**config.mk**
```make
export PLATFORM = sky130hd
export DESIGN_NAME = priv_mode_gate
export DESIGN_NICKNAME = d
export VERILOG_FILES = /design/src/rtl/privmode_pkg.sv /design/src/rtl/pm_ctrl.sv /design/src/rtl/pm_datapath.sv /design/src/rtl/priv_mode_gate.sv
export SDC_FILE = /design/constraint.sdc
export NUM_CORES = 1
export LEC_CHECK = 0
export BUFFER_PORTS_ARGS = -buffer_cell sky130_fd_sc_hd__clkbuf_2
export CAP_MARGIN = 5
export CELL_PAD_IN_SITES_DETAIL_PLACEMENT = 0
export CELL_PAD_IN_SITES_GLOBAL_PLACEMENT = 2
export CORE_AREA = 2 2 49 51
export CTS_CLUSTER_DIAMETER = 30
export CTS_CLUSTER_SIZE = 8
export DETAILED_ROUTE_END_ITERATION = 16
export DIE_AREA = 0 0 51 53
export GPL_ROUTABILITY_DRIVEN = 0
export HOLD_SLACK_MARGIN = 0.12
export PLACE_DENSITY = 0.76
export SYNTH_ARGS = -nofsm -noshare
export SYNTH_HDL_FRONTEND = slang
export SYNTH_SLANG_ARGS = --single-unit
```
**constraint.sdc**
```tcl
create_clock -name clk -period 0.9 [get_ports clk]
set_clock_uncertainty 0.15 [all_clocks]
set_input_delay 0.09 -clock clk [delete_from_list [all_inputs] [get_ports clk]]
set_output_delay 0.09 -clock clk [all_outputs]
set_load 0.02 [all_outputs]
```
**src/rtl/privmode_pkg.sv**
```systemverilog
package privmode_pkg;

  typedef enum logic [2:0] {
    MODE_USER       = 3'd0,
    MODE_USER_SEC   = 3'd1,
    MODE_KERNEL     = 3'd2,
    MODE_KERNEL_SEC = 3'd3,
    MODE_NUCLEUS    = 3'd4,
    MODE_HYPER      = 3'd5
  } accessMode_e;

  // Strobes the control half hands to the datapath half.
  typedef struct packed {
    logic tlActive;  // trap level is non-zero
    logic supOn;     // supervisor bit
    logic hvOn;      // hypervisor-privileged bit as stored
    logic hvFeat;    // hypervisor strap
  } privStrobes_t;

  localparam logic [7:0] ASI_PRIV_LIMIT = 8'h80;
  localparam logic [7:0] ASI_HV_LOW     = 8'h30;

endpackage

```
**src/rtl/pm_ctrl.sv**
```systemverilog
module pm_ctrl
  import privmode_pkg::*;
#(
  parameter int TL_MAX = 6,
  parameter int TL_W   = 3
) (
  input  logic            clk,
  input  logic            rstN,
  input  logic            hvFeature,
  input  logic            tlWe,
  input  logic [TL_W-1:0] tlWdata,
  input  logic            supWe,
  input  logic            supWdata,
  input  logic            hvWe,
  input  logic            hvWdata,
  output privStrobes_t    strb
);

  localparam logic [TL_W-1:0] TL_RESET = TL_W'(TL_MAX);

  logic [TL_W-1:0] tlQ;
  logic            supQ;
  logic            hvQ;

  always_ff @(posedge clk) begin
    if (!rstN) begin
      tlQ  <= TL_RESET;
      supQ <= 1'b1;
      hvQ  <= hvFeature;
    end else begin
      if (tlWe)  tlQ  <= tlWdata;
      if (supWe) supQ <= supWdata;
      if (hvWe)  hvQ  <= hvWdata;
    end
  end

  always_comb begin
    strb.tlActive = (tlQ != '0);
    strb.supOn    = supQ;
    strb.hvOn     = hvQ;
    strb.hvFeat   = hvFeature;
  end

  // the first cycle after reset shows the trap level at its maximum
  p_reset_tl_r1: assert property (@(posedge clk) disable iff (!rstN)
    $rose(rstN) |-> strb.tlActive);

  // without the hypervisor strap, the bit comes out of reset clear
  p_reset_hv_r1: assert property (@(posedge clk)
    (!rstN && !hvFeature) |=> (!rstN || hvWe || !strb.hvOn || $past(hvWe)));

endmodule

```
**src/rtl/pm_datapath.sv**
```systemverilog
module pm_datapath
  import privmode_pkg::*;
#(
  parameter int ASI_W = 12
) (
  input  logic             clk,
  input  logic             rstN,
  input  privStrobes_t     strb,
  input  logic             asiStrobe,
  input  logic [ASI_W-1:0] asiNum,
  output logic [2:0]       modeIdx,
  output logic             superTest,
  output logic             hyperTest,
  output logic             privTrap
);

  localparam logic [ASI_W-1:0] ASI_MASK = ASI_W'(8'hFF);

  accessMode_e     modeNext;
  accessMode_e     modeQ;
  logic [ASI_W-1:0] asiMasked;
  logic             asiLow;
  logic             asiHvBand;

  // Priority: trap level, then hypervisor, then supervisor, then user.
  always_comb begin
    if (strb.tlActive)                  modeNext = MODE_NUCLEUS;
    else if (strb.hvFeat && strb.hvOn)  modeNext = MODE_HYPER;
    else if (strb.supOn)                modeNext = MODE_KERNEL;
    else                                modeNext = MODE_USER;
  end

  always_ff @(posedge clk) begin
    if (!rstN) modeQ <= MODE_NUCLEUS;
    else       modeQ <= modeNext;
  end

  assign modeIdx   = modeQ;
  assign superTest = (modeQ >= MODE_KERNEL);
  assign hyperTest = (modeQ == MODE_HYPER);

  // The guard looks at the low byte of the space number only.
  always_comb begin
    asiMasked = asiNum & ASI_MASK;
    asiLow    = (asiMasked < ASI_W'(ASI_PRIV_LIMIT));
    asiHvBand = (asiMasked >= ASI_W'(ASI_HV_LOW)) && asiLow;
    privTrap  = asiStrobe &&
                ((asiLow && !strb.supOn) ||
                 (strb.hvFeat && asiHvBand && !strb.hvOn));
  end

  // an active trap level one cycle back yields nucleus
  p_nucleus_r2: assert property (@(posedge clk) disable iff (!rstN)
    $past(strb.tlActive) |-> (modeIdx == 3'd4));

  // with no hypervisor strap, the hypervisor mode never shows
  p_no_hyper_r4: assert property (@(posedge clk) disable iff (!rstN)
    (!strb.hvFeat && !$past(strb.hvFeat)) |-> (modeIdx != 3'd5));

  // the trap request needs the access strobe
  p_trap_needs_strobe_r9: assert property (@(posedge clk) disable iff (!rstN)
    privTrap |-> asiStrobe);

  // hypervisor mode always passes the supervisor test
  p_hyper_is_super_r10: assert property (@(posedge clk) disable iff (!rstN)
    hyperTest |-> superTest);

  // the mode index only takes the four encodings the selector makes
  p_mode_legal_r1: assert property (@(posedge clk) disable iff (!rstN)
    (modeIdx == 3'd0) || (modeIdx == 3'd2) || (modeIdx == 3'd4) || (modeIdx == 3'd5));

  // the supervisor bit clear makes a low-numbered access trap
  p_low_traps_r6: assert property (@(posedge clk) disable iff (!rstN)
    (asiStrobe && !strb.supOn && (asiNum[7:0] < 8'h80)) |-> privTrap);

endmodule

```
**src/rtl/priv_mode_gate.sv**
```systemverilog
module priv_mode_gate
  import privmode_pkg::*;
#(
  parameter int TL_MAX = 6,
  parameter int TL_W   = $clog2(TL_MAX + 1),
  parameter int ASI_W  = 12
) (
  input  logic             clk,
  input  logic             rstN,
  input  logic             hvFeature,
  input  logic             tlWe,
  input  logic [TL_W-1:0]  tlWdata,
  input  logic             supWe,
  input  logic             supWdata,
  input  logic             hvWe,
  input  logic             hvWdata,
  input  logic             asiStrobe,
  input  logic [ASI_W-1:0] asiNum,
  output logic [2:0]       modeIdx,
  output logic             superTest,
  output logic             hyperTest,
  output logic             privTrap
);

  privStrobes_t strb;

  pm_ctrl #(.TL_MAX(TL_MAX), .TL_W(TL_W)) uCtrl (
    .clk      (clk),
    .rstN     (rstN),
    .hvFeature(hvFeature),
    .tlWe     (tlWe),
    .tlWdata  (tlWdata),
    .supWe    (supWe),
    .supWdata (supWdata),
    .hvWe     (hvWe),
    .hvWdata  (hvWdata),
    .strb     (strb)
  );

  pm_datapath #(.ASI_W(ASI_W)) uData (
    .clk      (clk),
    .rstN     (rstN),
    .strb     (strb),
    .asiStrobe(asiStrobe),
    .asiNum   (asiNum),
    .modeIdx  (modeIdx),
    .superTest(superTest),
    .hyperTest(hyperTest),
    .privTrap (privTrap)
  );

endmodule

```
# --- Word-level counts from Yosys, hierarchy flattened ---
# Index checks and enable logic that the tools add are counted.
totals:
  out_inout_bits: 6
  register_bits: 8
  inputBits: 24
op_classes:
  n_mux: 4
  n_bitwise: 1
  reduce_logical: 12
  eq_ne: 2
  magnitude_cmp: 3
op_table:
  columns: ["operator", "n"]
  rows:
  - ["$ge 8x6->1 const B", 1]
  - ["$lt 8x8->1 const B", 1]
  - ["$logic_and 1x1->1", 6]
  - ["$eq 3x3->1 const B", 1]
  - ["$ge 3x2->1 const B", 1]
  - ["$mux 1", 3]
  - ["$reduce_bool 3->1", 1]
  - ["$reduce_or 3->1", 1]
  - ["$logic_not 1->1", 2]
  - ["$mux 2", 1]
  - ["$ne 2x1->1 const B", 1]
  - ["$reduce_or 2->1", 1]
  - ["$logic_or 1x1->1", 1]
  - ["$not 1->1", 1]

# --- Depth between registers and ports, before layout ---
depth:
  depth_word: 6
  ltp_mapped: 2
  depth_no_buf: 2

# --- By module ---
# A second synthesis with hierarchy kept.
hier_totals:
  cells_unflattened: 33
  area_unflattened_um2: 350.3
by_module_without_submodules:
  columns: ["module", "n_inst", "seq_area_each_um2", "area_each_um2", "cells_per_inst"]
  rows:
  - ["pm_ctrl", 1, 110.1, 214.0, 19]
  - ["pm_datapath", 1, 60.1, 136.4, 14]

# --- Worst setup path after synthesis ---
# No wires, ideal clock.
synth_timing:
  path_kind: "reg2out"
  startpoint: "reg uCtrl.supQ"
  endpoint: "out privTrap"
  path_slack_ps: -259
  arrival_time_ps: 919
  path_stages_with_launch: 2
  cell_sequence: "dfxtp_1 -> o32ai_1"
synth_between:
  elab_chain_cells: 4
synth_rtl:
  columns: ["item", "line_no", "source"]
  rows:
  - ["from (decl)", "pm_ctrl.sv:22", "logic supQ;"]
  - ["from (signal assigned)", "pm_ctrl.sv:32", "if (supWe) supQ <= supWdata;"]
  - ["$logic_not 1->1", "pm_datapath.sv:48", "((asiLow && !strb.supOn) ||"]
  - ["$logic_and 1x1->1", "pm_datapath.sv:48", null]
  - ["$logic_or 1x1->1", "pm_datapath.sv:48", null]
  - ["$logic_and 1x1->1", "pm_datapath.sv:47", "privTrap = asiStrobe &&"]
  - ["to (decl)", "priv_mode_gate.sv:22", "output logic privTrap"]
# Every way passes these cells.

# --- Worst setup path after layout ---
layout_timing:
  startpoint: "reg uCtrl.hvQ"
  endpoint: "out privTrap"
layout_between:
  elab_chain_cells: 4
layout_rtl:
  columns: ["item", "line_no", "source"]
  rows:
  - ["from (decl)", "pm_ctrl.sv:23", "logic hvQ;"]
  - ["from (signal assigned)", "pm_ctrl.sv:29", "hvQ <= hvFeature;"]
  - ["from (signal assigned)", "pm_ctrl.sv:33", "if (hvWe) hvQ <= hvWdata;"]
  - ["$logic_not 1->1", "pm_datapath.sv:49", "(strb.hvFeat && asiHvBand && !strb.hvOn));"]
  - ["$logic_and 1x1->1", "pm_datapath.sv:49", null]
  - ["$logic_or 1x1->1", "pm_datapath.sv:48", null]
  - ["$logic_and 1x1->1", "pm_datapath.sv:47", null]
# Every way passes these cells.

==> results.yml <==
timing:
  post-route-period-util_pct: 154
  hold_viol: 5
  max_slew_margin_pct: 84.0
  hold_slack_ps: -96.5
  fmax_mhz: 722
  worstMarginPinSlew_ps: 239
  rsz0062_at_grt: "yes"
  period_needed_ps: 1390
  slew_violations: 0
  setup_slack_ps: -485
  setup_tns_ps: -1540
  setup-violations-final: 9
worst_setup_path:
  reg2reg_to: "uData.modeIdx[1]"
  cp_max_fo: 2
  crit_required_ps: 660
  reg2reg_from: "uCtrl.tlQ[1]"
  worst_path_max_delay_cell: "edfxtp_1"
  path_cells: "nand4bb_4, o32ai_4, clkbuf_8"
  start_kind: "register"
  cp_slowest_stage_delay_ps: 380
  end_kind: "output port"
  setup.worst_path.class: "register to output port"
  r2r_slack_ps: -110
  arrival_ps: 1150
  rr_worst_depth: 2
synth:
  syn_area_per_cell_um2: 11.1
  synth-seq-cells: 8
  syn_nets: 54
  synthesis.area_um2: 333
  ys_warn_count: 0
  yosys.area_share.simple_pct: 28.2
  synthMuxAreaShare_pct: 15.4
  synth-compound-area-share_pct: 4.14
  synth_top_family_by_area: "simple AND/OR/NAND/NOR gates"
  synthDistinctLibCells: 15
  synth-seq-area-share_pct: 51.1
  synth_xor_area_share_pct: 0
  synthAdderAreaFrac_pct: 0
  synthCells: 30
layout:
  finalInstanceArea_um2: 639
  antenna_cells: 0
  fillers: 225
  area_growth_pct: 92.1
  drive_gt1_share_pct: 66.7
  ff_latch_area_um2: 180
  layout_commonest_cell: "clkbuf_2"
  multi_input_area_um2: 206
  final_cell_mix: "clkbuf_2 (14), nand2_1 (5), buf_8 (5), dfxtp_2 (5), mux2i_1 (4)"
  num-nets-final: 82
global_route:
  grt_pass1_vias: 301
  use_met1_pct: 5.67
  busiest_layer: "met2"
  track_usage_pct: 6.26
  antenna_found_initial: 0
  grt_use_met3_pct: 3.67
  overflow: 0
  grt_first_pass_wirelength_mm: 1.20
  grt_max_degree: 8
  grtUsageMet2_pct: 11.3
min_path:
  hp-class: "input pin to register"
  holdPathEnd: "uCtrl.tlQ[2]"
  hp-start: "tlWdata[2]"
  whs_path_depth: 3
floorplan:
  rows: 17
  initial_core_util_pct: 15.5
  die_area_um2: 2700
  die_w_um: 51
  dieHeight_um: 53
  design.core.area_um2: 2150
  io_pins: 30
clock_tree:
  cts_made_buffers: 3
  clockBufferDepth: 2
  cts.clk_slew.worst_paths_ps: 60
  clkLatencyLatePin_ps: 260
  cts.hold.buffers_added: 1
  clock_sinks: 8
  htreeDepth: 1
  root_buffer: "clkbuf_4"
  cts_tree: "yes"
pwr:
  max-vdd-ir-drop_uv: 658
  p_per_area_nw_per_um2: 1250
  finalPower_uw: 800
  power.leakage_nw: 0.279
place:
  post-dp-hpwl_um: 597
  dpl_cell_area_um2: 522
  port_buffers: 21
routing:
  num_vias: 307
  routed_via_density: 3.61
  ant_nets: 0
  drt-pass1-iter-count: 2
  finalWirelength_um: 787
  drc_errors: 0
  drtIter0Drc: 1
  wl_per_cell_um: 9.26
outcome:
  violations: "negative hold slack, negative setup slack"
  status: "finished, violations left"
run:
  cap_violations: 0
==> state kept, by name, summed over array words and instances (netlist names) <==
| name | cells |
|---|---|
| uCtrl.tlQ | 3 |
| uData.modeIdx | 3 |
| uCtrl.hvQ | 1 |
| uCtrl.supQ | 1 |
==> logic make-up after synthesis <==
group,count (synthesis)
AOI/OAI and AO/OA,2
and+or+nand+nor,14
buffers and inverters,1
DFF,8
muxes,5
==> area by class of cell <==
type                    instances  share of cell area, %
multi-input cells              21                   32.3
inverters                       1                  0.587
repair buffers                 23                   29.4
flip-flops and latches          8                   28.2
clock buffers                   4                   4.11
well taps                      28                   5.48
==> report_power, final <==
part	internal, mW	leakage, nW	switching (mW)
logic	0.0703	0.196	0.0454
clock network	0.170	0.0150	0.122
registers	0.379	0.0681	0.0147
total	0.618	0.279	0.182
==> what timing repair did <==
item	4_1_cts	5_1_grt
endpoints found under the hold margin	9	9
pin swaps	5	1
setup buffers	0	0
resized for setup	16	6
setup endpoints to repair	9	10
==> per-stage QoR <==
| step | cells | hold slack (ps) | worst slack (ps) | utilization (%) |
|---|---|---|---|---|
| after floorplan | 30 | 1.90 | -113 | - |
| after global placement | 81 | 160 | -247 | 24.3 |
| after detailed placement | 81 | 161 | -253 | 24.3 |
| after CTS | 86 | -100 | -497 | 29.6 |
| after global routing | 85 | -86.8 | -545 | 29.8 |
| final | 85 | -96.5 | -485 | 29.8 |
==> worst max-delay path by stage <==
stage	start	cells after the start	end	slack, ps
3_3_place_gp	uCtrl.hvQ	3	privTrap	-250
6_report	uCtrl.hvQ	3	privTrap	-490
3_5_place_dp	uCtrl.hvQ	3	privTrap	-250
4_1_cts	uCtrl.hvQ	3	privTrap	-500
2_1_floorplan	uCtrl.hvQ	2	privTrap	-110
5_1_grt	uCtrl.hvQ	3	privTrap	-540
==> critical path: cells and delay by family (launching register included) <==
kind	cells	cell delay (ps)
AOI/OAI and AO/OA	1	100
buffers and inverters	1	190
DFF	1	380
and+or+nand+nor	1	210
==> synth_stat cells <==
library cell	instances	area share (%)
nand4bb_1	1	3.4
or2_2	1	1.9
edfxtp_1	1	9.0
or2b_1	1	2.3
nor2_1	1	1.1
o32ai_1	1	2.6
dfxtp_1	7	42
nand2_1	6	6.8
mux2i_1	4	12
and3_1	1	1.9
mux2_2	1	3.4
a21oi_1	1	1.5
nor2b_1	2	3.8
nor4b_4	1	7.1
inv_1	1	1.1
==> layer usage <==
metal | wire [um] | vias up
li1 | - | 158
met1 | 297 | 136
met2 | 427 | 13
met3 | 62 | 0
met4 | 0 | 0
met5 | 0 | -
(Power assumes the default switching activity.)
